File: config.mk
export PLATFORM = sky130hd
export DESIGN_NAME = spi_sts_front
export DESIGN_NICKNAME = d
export VERILOG_FILES = /design/src/rtl/spi_sts_pkg.sv /design/src/rtl/spi_sts_sync.sv /design/src/rtl/spi_sts_rx.sv /design/src/rtl/spi_sts_regs.sv /design/src/rtl/spi_sts_tx.sv /design/src/rtl/spi_sts_front.sv
export SDC_FILE = /design/constraint.sdc
export NUM_CORES = 1
export LEC_CHECK = 0
export ABC_AREA = 1
export BUFFER_PORTS_ARGS = -buffer_cell sky130_fd_sc_hd__buf_2
export CAP_MARGIN = 10
export CORE_ASPECT_RATIO = 0.5
export CORE_UTILIZATION = 60
export CTS_CLUSTER_DIAMETER = 100
export DETAILED_ROUTE_END_ITERATION = 8
export PLACE_DENSITY = 0.89
export SKIP_LAST_GASP = 1
export SYNTH_ARGS = -nofsm -noshare
export SYNTH_HDL_FRONTEND = slang
export SYNTH_SLANG_ARGS = --single-unit
File: constraint.sdc
create_clock -name clk -period 2 [get_ports clk]
set_clock_uncertainty 0.1 [all_clocks]
set_input_delay 0.4 -clock clk [delete_from_list [all_inputs] [get_ports clk]]
set_output_delay 0.4 -clock clk [all_outputs]
set_load 0.005 [all_outputs]
File: src/rtl/spi_sts_pkg.sv
// Shared definitions for the serial status front end: opcode values,
// status byte layout and frame lengths. Assumes an 8-bit opcode.
package spi_sts_pkg;

    localparam int OP_W = 8;

    localparam logic [OP_W-1:0] OPC_WRSR = 8'h01;
    localparam logic [OP_W-1:0] OPC_WRDI = 8'h04;
    localparam logic [OP_W-1:0] OPC_RDSR = 8'h05;
    localparam logic [OP_W-1:0] OPC_WREN = 8'h06;

    // Positions of the protection field inside the status/data byte
    localparam int PROT_LSB = 2;
    localparam int PROT_MSB = 3;

    typedef struct packed {
        logic [3:0] zero;
        logic [1:0] prot;
        logic       wel;
        logic       busy;
    } status_t;

endpackage

File: src/rtl/spi_sts_sync.sv
// Resynchronises a vector of asynchronous pins into clk and flags edges.
// Assumes each pin level is held for at least one clk period.
module spi_sts_sync #(
    parameter int             STAGES = 2,
    parameter int             W      = 3,
    parameter logic [W-1:0]   IDLE   = '0
) (
    input  logic         clk,
    input  logic         rst_n,
    input  logic [W-1:0] din,
    output logic [W-1:0] lvl,
    output logic [W-1:0] rise,
    output logic [W-1:0] fall
);

    logic [W-1:0] chain [STAGES];
    logic [W-1:0] last_q;

    for (genvar g = 0; g < STAGES; g++) begin : g_stage
        if (g == 0) begin : g_first
            // First capture flop of the chain
            always_ff @(posedge clk) begin
                if (!rst_n) chain[0] <= IDLE;
                else        chain[0] <= din;
            end
        end else begin : g_rest
            // Further metastability filtering
            always_ff @(posedge clk) begin
                if (!rst_n) chain[g] <= IDLE;
                else        chain[g] <= chain[g-1];
            end
        end
    end

    assign lvl = chain[STAGES-1];

    // Delayed copy for edge detection
    always_ff @(posedge clk) begin
        if (!rst_n) last_q <= IDLE;
        else        last_q <= lvl;
    end

    assign rise = lvl & ~last_q;
    assign fall = ~lvl & last_q;

endmodule

File: src/rtl/spi_sts_rx.sv
// Collects opcode and first argument byte from the serial input.
// Assumes sel is the synchronised active-high select and sck_rise a one-cycle pulse.
module spi_sts_rx
    import spi_sts_pkg::*;
#(
    parameter int CW = 5
) (
    input  logic            clk,
    input  logic            rst_n,
    input  logic            sel,
    input  logic            sck_rise,
    input  logic            si,
    output logic [CW-1:0]   cnt,
    output logic [OP_W-1:0] op,
    output logic [OP_W-1:0] arg
);

    localparam logic [CW-1:0] CNT_SAT = CW'(2*OP_W + 1);
    localparam logic [CW-1:0] OP_LAST = CW'(OP_W - 1);
    localparam logic [CW-1:0] AR_LAST = CW'(2*OP_W - 1);

    logic [OP_W-1:0] sh;
    logic [OP_W-1:0] sh_next;

    assign sh_next = {sh[OP_W-2:0], si};

    // Shift in bits, count clocks (saturating), latch opcode and argument
    always_ff @(posedge clk) begin
        if (!rst_n) begin
            cnt <= '0;
            sh  <= '0;
            op  <= '0;
            arg <= '0;
        end else if (!sel) begin
            cnt <= '0;
        end else if (sck_rise) begin
            sh <= sh_next;
            if (cnt != CNT_SAT) cnt <= cnt + 1'b1;
            if (cnt == OP_LAST) op  <= sh_next;
            if (cnt == AR_LAST) arg <= sh_next;
        end
    end

endmodule

File: src/rtl/spi_sts_regs.sv
// Holds the write-enable latch and protection bits; evaluates frames at
// chip-select release. Assumes busy is already in the clk domain.
module spi_sts_regs
    import spi_sts_pkg::*;
#(
    parameter int          CW       = 5,
    parameter logic [1:0]  BP_RESET = 2'b00
) (
    input  logic            clk,
    input  logic            rst_n,
    input  logic            frame_end,
    input  logic [CW-1:0]   cnt,
    input  logic [OP_W-1:0] op,
    input  logic [OP_W-1:0] arg,
    input  logic            busy,
    output logic            wel,
    output logic [1:0]      prot,
    output logic            nv_start,
    output logic            permit
);

    localparam logic [CW-1:0] LEN_CMD = CW'(OP_W);
    localparam logic [CW-1:0] LEN_WR  = CW'(2*OP_W);

    logic busy_q;
    logic busy_done;
    logic cmd_ok;
    logic wr_ok;
    logic wel_d;
    logic unused_arg;

    assign busy_done  = busy_q & ~busy;
    assign cmd_ok     = frame_end && (cnt == LEN_CMD) && !busy;
    assign wr_ok      = frame_end && (cnt == LEN_WR) && !busy
                        && (op == OPC_WRSR) && wel;
    assign unused_arg = ^{arg[OP_W-1:PROT_MSB+1], arg[PROT_LSB-1:0]};

    // Next latch value: cycle completion clears, then commands override
    always_comb begin
        wel_d = wel;
        if (busy_done) wel_d = 1'b0;
        if (cmd_ok && op == OPC_WREN) wel_d = 1'b1;
        if (cmd_ok && op == OPC_WRDI) wel_d = 1'b0;
    end

    // State update for latch, protection, start pulse and busy history
    always_ff @(posedge clk) begin
        if (!rst_n) begin
            wel      <= 1'b0;
            prot     <= BP_RESET;
            nv_start <= 1'b0;
            busy_q   <= 1'b0;
        end else begin
            wel      <= wel_d;
            nv_start <= wr_ok;
            busy_q   <= busy;
            if (wr_ok) prot <= arg[PROT_MSB:PROT_LSB];
        end
    end

    assign permit = wel & ~busy & ~busy_q;

endmodule

File: src/rtl/spi_sts_tx.sv
// Streams the status byte on the serial output in mode 0, repeating it.
// Assumes sck_fall is a one-cycle pulse and sel the synchronised select.
module spi_sts_tx (
    input  logic       clk,
    input  logic       rst_n,
    input  logic       sel,
    input  logic       sck_fall,
    input  logic       rd_go,
    input  logic [7:0] status,
    output logic       so,
    output logic       so_oe
);

    logic [7:0] sh;
    logic [2:0] idx;

    // Load or shift on falling serial clock; release pad on deselect
    always_ff @(posedge clk) begin
        if (!rst_n) begin
            sh    <= '0;
            idx   <= '0;
            so    <= 1'b0;
            so_oe <= 1'b0;
        end else if (!sel) begin
            sh    <= '0;
            idx   <= '0;
            so    <= 1'b0;
            so_oe <= 1'b0;
        end else if (sck_fall && rd_go) begin
            if (!so_oe || idx == 3'd7) begin
                sh    <= {status[6:0], 1'b0};
                so    <= status[7];
                idx   <= '0;
                so_oe <= 1'b1;
            end else begin
                sh  <= {sh[6:0], 1'b0};
                so  <= sh[7];
                idx <= idx + 3'd1;
            end
        end
    end

endmodule

File: src/rtl/spi_sts_front.sv
// Top of the serial status front end: synchroniser, receiver, register
// block and transmitter. Assumes serial pins are slow against clk.
module spi_sts_front
    import spi_sts_pkg::*;
#(
    parameter int         SYNC_STAGES = 2,
    parameter logic [1:0] BP_RESET    = 2'b00
) (
    input  logic clk,
    input  logic rst_n,
    input  logic cs_n,
    input  logic sck,
    input  logic si,
    input  logic busy,
    output logic so,
    output logic so_oe,
    output logic wr_permit,
    output logic nv_start
);

    localparam int CW = $clog2(2*OP_W + 2);

    logic [2:0]      pin_lvl, pin_rise, pin_fall;
    logic            csn_lvl, csn_rise, sck_rise, sck_fall, si_lvl;
    logic [CW-1:0]   cnt;
    logic [OP_W-1:0] op, arg;
    logic            wel;
    logic [1:0]      bp;
    logic            rd_go;
    status_t         st;
    logic            unused_edges;

    spi_sts_sync #(
        .STAGES (SYNC_STAGES),
        .W      (3),
        .IDLE   (3'b100)
    ) u_sync (
        .clk   (clk),
        .rst_n (rst_n),
        .din   ({cs_n, sck, si}),
        .lvl   (pin_lvl),
        .rise  (pin_rise),
        .fall  (pin_fall)
    );

    assign csn_lvl      = pin_lvl[2];
    assign csn_rise     = pin_rise[2];
    assign sck_rise     = pin_rise[1];
    assign sck_fall     = pin_fall[1];
    assign si_lvl       = pin_lvl[0];
    assign unused_edges = ^{pin_fall[2], pin_fall[0], pin_rise[0], pin_lvl[1]};

    spi_sts_rx #(.CW(CW)) u_rx (
        .clk      (clk),
        .rst_n    (rst_n),
        .sel      (~csn_lvl),
        .sck_rise (sck_rise),
        .si       (si_lvl),
        .cnt      (cnt),
        .op       (op),
        .arg      (arg)
    );

    spi_sts_regs #(.CW(CW), .BP_RESET(BP_RESET)) u_regs (
        .clk       (clk),
        .rst_n     (rst_n),
        .frame_end (csn_rise),
        .cnt       (cnt),
        .op        (op),
        .arg       (arg),
        .busy      (busy),
        .wel       (wel),
        .prot      (bp),
        .nv_start  (nv_start),
        .permit    (wr_permit)
    );

    assign st    = '{zero: 4'b0000, prot: bp, wel: wel, busy: busy};
    assign rd_go = (cnt >= CW'(OP_W)) && (op == OPC_RDSR);

    spi_sts_tx u_tx (
        .clk      (clk),
        .rst_n    (rst_n),
        .sel      (~csn_lvl),
        .sck_fall (sck_fall),
        .rd_go    (rd_go),
        .status   (st),
        .so       (so),
        .so_oe    (so_oe)
    );

endmodule

# [Yosys cells after proc, flatten, opt, wreduce, memory -nomap -nowiden]
# Memories as Yosys holds them, arrays and structs flattened.
# Cells that the tools add are included.
[classes] add_sub_neg=2 n_mul=0 n_div=0 n_lt_le_gt_ge=1 n_eq_ne=10 n_shift=0 n_mux=9 n_bitwise=13 n_reduce_logical=21
[ops] cell="$eq A8 B3 Y1 const B" n=3
[ops] cell="$eq A5 B4 Y1 const B" n=2
[ops] cell="$logic_and A1 B1 Y1" n=10
[ops] cell="$mux W3" n=3
[ops] cell="$eq A8 B1 Y1 const B" n=1
[ops] cell="$mux W8" n=1
[ops] cell="$reduce_and A2 Y1" n=3
[ops] cell="$reduce_and A3 Y1" n=2
[ops] cell="$add A5 B1 Y5 const B" n=1
[ops] cell="$eq A5 B3 Y1 const B" n=1
[ops] cell="$eq A5 B5 Y1 const B" n=1
[ops] cell="$ge A5 B4 Y1 const B" n=1
[ops] cell="$mux W1" n=5
[ops] cell="$ne A5 B5 Y1 const B" n=1
[ops] cell="$not A1 Y1" n=4
[ops] cell="$reduce_or A2 Y1" n=2
[ops] cell="$add A3 B1 Y3 const B" n=1
[ops] cell="$and A1 B1 Y1" n=3
[ops] cell="$and A3 B3 Y3" n=1
[ops] cell="$eq A3 B3 Y1 const B" n=1
[ops] cell="$not A3 Y3" n=1
[ops] cell="$and A2 B2 Y2" n=1
[ops] cell="$logic_not A1 Y1" n=2
[ops] cell="$not A2 Y2" n=1
[ops] cell="other kinds (3)" n=4
[word_totals] regBits=45 latchBits=0 mem_bits_rw=6 rom_bits=0 input_bits=6 output_inout_bits=4 wordCells=70 n_memories=1
[mem_list] memory="u_sync.chain" words=2 width=3 read_ports=2 rd_ports_with_merged_regs=0 write_ports=2 line_no="spi_sts_sync.sv:16" rtl="logic [W-1:0] chain [STAGES];"

# [Logic depth before layout (Yosys ltp)]
[depth] ltp_word=6 ltp_mapped=9

# [By module]
# A second synthesis with hierarchy kept.
[unflattened] hier_cells=359 area_unflattened_um2=2538.7
[by_module_without_submodules] mod="spi_sts_rx" instances=1 cells_per_inst=156 area_each_um2=1176.1 seq_area_each_um2=560.5
[by_module_without_submodules] mod="spi_sts_tx" instances=1 cells_per_inst=87 area_each_um2=646.9 seq_area_each_um2=240.2
[by_module_without_submodules] mod="spi_sts_regs" instances=1 cells_per_inst=63 area_each_um2=356.6 seq_area_each_um2=100.1
[by_module_without_submodules] mod="spi_sts_sync" instances=1 cells_per_inst=39 area_each_um2=300.3 seq_area_each_um2=180.2
[by_module_without_submodules] mod="spi_sts_front" instances=1 cells_per_inst=14 area_each_um2=58.8 seq_area_each_um2=0.0

# [Worst setup path after synthesis]
# No wires, ideal clock.
[synth_path] path_kind="register -> register" from="register u_tx.idx[0]" to="register u_tx.sh[4]" setup_ps=113 arrival_time_ps=1287 required_time_ps=1787 slack_ps=501 stages_incl_launch_ff=10 n_path_buf=1 synth_period_minus_slack_ps=1499 cell_sequence="dfxtp_1 > ha_1 > ha_1 > nor2_1 > inv_1 > buf_2 > nand2_1 > o21ai_0 > nor2_1 > nor2_1"
[synth_between] elab_chain_len=3
[synth_rtl] element="from (decl)" line_no="spi_sts_tx.sv:15" rtl="logic [2:0] idx;"
[synth_rtl] element="from (signal assigned)" line_no="spi_sts_tx.sv:38" rtl="idx <= idx + 3'd1;"
[synth_rtl] element="$eq A3 B3 Y1" line_no="spi_sts_tx.sv:30" rtl="if (!so_oe || idx == 3'd7) begin"
[synth_rtl] element="$logic_or A1 B1 Y1" line_no="spi_sts_tx.sv:30"
[synth_rtl] element="$mux W8" line_no="spi_sts_tx.sv:30"
[synth_rtl] element="to (signal assigned)" line_no="spi_sts_tx.sv:31" rtl="sh <= {status[6:0], 1'b0};"
[synth_rtl] element="to (signal assigned)" line_no="spi_sts_tx.sv:36" rtl="sh <= {sh[6:0], 1'b0};"
[synth_rtl] element="to (decl)" line_no="spi_sts_tx.sv:14" rtl="logic [7:0] sh;"
# Every way passes these cells.
# A chain may end at the register's enable or synchronous reset.

# [Final worst setup path]
[layout_path] from="register u_tx.idx[0]" to="register u_tx.sh[3]"
# Same word-level chain as after synthesis.

==> results.sh <==
export IMPL_status="finished, final reports clean"
export IMPL_hp_start="si"
export IMPL_finalCritPeriodShare=0.804
export IMPL_wl_per_cell_um=10.4
export IMPL_grt_pass1_vias=1572
export IMPL_crit_path_start="u_tx.idx[0]"
export IMPL_dp_hpwl_mm=2.80
export IMPL_clock_fmax_mhz=622
export IMPL_r2r_cells=8
export IMPL_internal_power_mw=1.21
export IMPL_portBuffers=9
export IMPL_netlist_instances=309
export IMPL_cts_resized=0
export IMPL_drcViolationCount=0
export IMPL_stdcell_area_um2=2250
export IMPL_cts_sinks=47
export IMPL_syn_nets=321
export IMPL_worstPathRequired_ps=2100
export IMPL_crit_arrival_ps=1710
export IMPL_cts_tree="done"
export IMPL_routed_wl_mm=3.79
export IMPL_die_area_um2=3730
export IMPL_cp_start_kind="flip-flop"
export IMPL_power_leakage_nw=1.09
export IMPL_ant_nets=0
export IMPL_layout_commonest_cell="nor2_1"
export IMPL_drv_cap=0
export IMPL_hold_path_end="u_sync.chain[0][0]"
export IMPL_clkTransAtPathRegs_ps=90
export IMPL_numCtsBuffers=5
export IMPL_path_max_fanout=11
export IMPL_ff_latch_area_um2=941
export IMPL_gr_usage_all_layers=0.226
export IMPL_vias_per_cell=4.87
export IMPL_switching_share=0.227
export IMPL_place_inst=355
export IMPL_htreeDepth=2
export IMPL_multi_input_area_um2=927
export IMPL_switching_power_mw=0.355
export IMPL_final_hold_viol_count=0
export IMPL_dpl_cell_area_um2=2160
export IMPL_setup_viol=0
export IMPL_rsz0062_at_grt="false"
export IMPL_timing_hold_ws_ps=168
export IMPL_hp_class="input pin to flip-flop"
export IMPL_grt_pass1_wl_mm=6.31
export IMPL_synth_area_per_cell_um2=6.75
export IMPL_worstMarginPinSlew_ps=429
export IMPL_crit_path_cell_trace="ha_1 -> ha_1 -> nor2_1 -> inv_1 -> nand2_1 -> o21ai_0 -> nor2_1 -> nor2_1"
export IMPL_holdBufCountCts=0
export IMPL_nFillCells=285
export IMPL_r2r_start="u_tx.idx[0]"
export IMPL_core_area_um2=3150
export IMPL_ios=10
export IMPL_nets=334
export IMPL_clkLatencyLatePin_ps=310
export IMPL_seq_area_frac_synth=0.451
export IMPL_crit_type="flip-flop to flip-flop"
export IMPL_root_buffer="clkbuf_8"
export IMPL_max_vdd_ir_drop_v=0.000483
export IMPL_power_density_nw_per_um2=696
export IMPL_die_h_um=43.7
export IMPL_r2r_end="u_tx.sh[3]"
export IMPL_final_cell_count_no_fill=363
export IMPL_synth_area_um2=2080
export IMPL_gp_congestion=0.860
export IMPL_ys_warn_count=0
export IMPL_finalSetupTns_ps=0
export IMPL_setup_worst_path_end_class="flip-flop"
export IMPL_slowest_stage="dfxtp_1"
export IMPL_cts_buffer_depth=2
export IMPL_drtIter0Drc=53
export IMPL_die_w_um=85.4
export IMPL_grt_overflow_total=0
export IMPL_cts_setup_buffers=0
export IMPL_synth_seq_cells=47
export IMPL_start_util=0.661
export IMPL_slowest_delay_ps=330
export IMPL_netlist_top_cells_area="dfxtp_1, nor2_1, nand2_1"
export IMPL_r2r_slack_ps=390
export IMPL_seq_power_share=0.606
export IMPL_yosys_area_top_type_share=0.451
export IMPL_antenna_found_initial=0
export IMPL_p_comb_frac=0.029
export IMPL_fin_crit_ps=1610
export IMPL_num_antenna_cells=0
export IMPL_slew_headroom=0.714
export IMPL_vias=1769
export IMPL_yosys_area_top_type="dfxtp_1"
export IMPL_layout_drive_gt1_share=0.0867
export IMPL_clockPowerShare=0.365
export IMPL_rows=14
export IMPL_grt_start_max_net_pins=26
export IMPL_area_delta_synth_final_pct=7.92
export IMPL_drt_pass1_iterations=4
export IMPL_synth_distinct_cells=20
export IMPL_final_cell_mix="nor2_1, nand2_1, dfxtp_1"
export IMPL_crit_top_cell="nor2_1"
export IMPL_worstHoldPathCells=3
export IMPL_report_final_slew_viol_count=0
==> power by group through the flow <==
stage / clock [mW] / sequential [mW] / combinational, mW
finish: 0.572 / 0.949 / 0.0452
global route: 0.625 / 0.951 / 0.0527
CTS: 0.588 / 0.949 / 0.0453
detailed placement: 0 / 0.971 / 0.0450
global placement: 0 / 0.970 / 0.0438
floorplan: 0 / 0.970 / 0.0300
==> state kept, by name, indices dropped and copies added, names as in the netlist <==
signal,count
u_rx.op,8
u_rx.sh,7
u_tx.sh,7
u_sync.chain,6
u_rx.cnt,5
u_tx.idx,3
u_regs.prot,2
u_rx.arg,2
u_sync.last_q,2
u_regs.busy_q,1
u_regs.nv_start,1
u_regs.wel,1
u_tx.so,1
u_tx.so_oe,1
==> final cells by class <==
class                      count  share of cell area
multi-input combinational    209               0.412
timing repair buffer          11              0.0267
clock inverter                 2             0.00779
clock buffer                   6              0.0323
sequential                    47               0.418
inverter                      48              0.0806
tap                           40              0.0222
==> worst max-delay path: cells and delay by family, from the launching register on <==
family                   cells  cell delay, ps
AND/OR/NAND/NOR              4             430
adder cells (fa/ha/maj)      2             370
flip-flops                   1             330
buffers and inverters        1             200
AO/OA/AOI/OAI                1              70
==> through the flow <==
step / setup slack (ps) / total power, mW / utilization
floorplan: 501 / 1.00 / -
global placement: 466 / 1.01 / 0.685
detailed placement: 396 / 1.02 / 0.685
CTS: 386 / 1.58 / 0.713
global route: 270 / 1.63 / 0.713
finish: 393 / 1.57 / 0.713
==> per-layer routing <==
metal  vias to the layer above  global-route usage  routed length [um]
li1                        954                   -                   -
met1                       769               0.273                1790
met2                        40               0.379                1740
met3                         6              0.0686                 211
met4                         0               0.113                  45
met5                         -                   0                   0
==> cell families (layout without fill, tap and decap cells) <==
kind of cell	after synthesis	in the layout	synth area share
AND/OR/NAND/NOR	171	171	0.330
buffers and inverters	53	67	0.104
flip-flops	47	47	0.451
AO/OA/AOI/OAI	31	31	0.0744
adder cells (fa/ha/maj)	6	6	0.0360
XOR/XNOR	1	1	0.00420
==> cell usage after synthesis, drive strengths merged <==
master / n
a21oi: 11
nor2: 89
ha: 6
nand2: 71
nand3: 8
buf: 3
nor3: 1
or2: 2
clkinv: 1
xor2: 1
dfxtp: 47
inv: 47
o21ai: 20
clkbuf: 2
==> how the worst max path moves through the flow <==
stage | end | slack, ps | cells after the start
after CTS | u_tx.sh[3] | 390 | 8
after floorplan | u_tx.sh[4] | 500 | 9
after detailed placement | u_tx.sh[3] | 400 | 8
after global placement | u_tx.sh[4] | 470 | 8
after global routing | u_tx.sh[3] | 270 | 8
final | u_tx.sh[3] | 390 | 8
No activity file was read; power rests on OpenSTA's default activity.
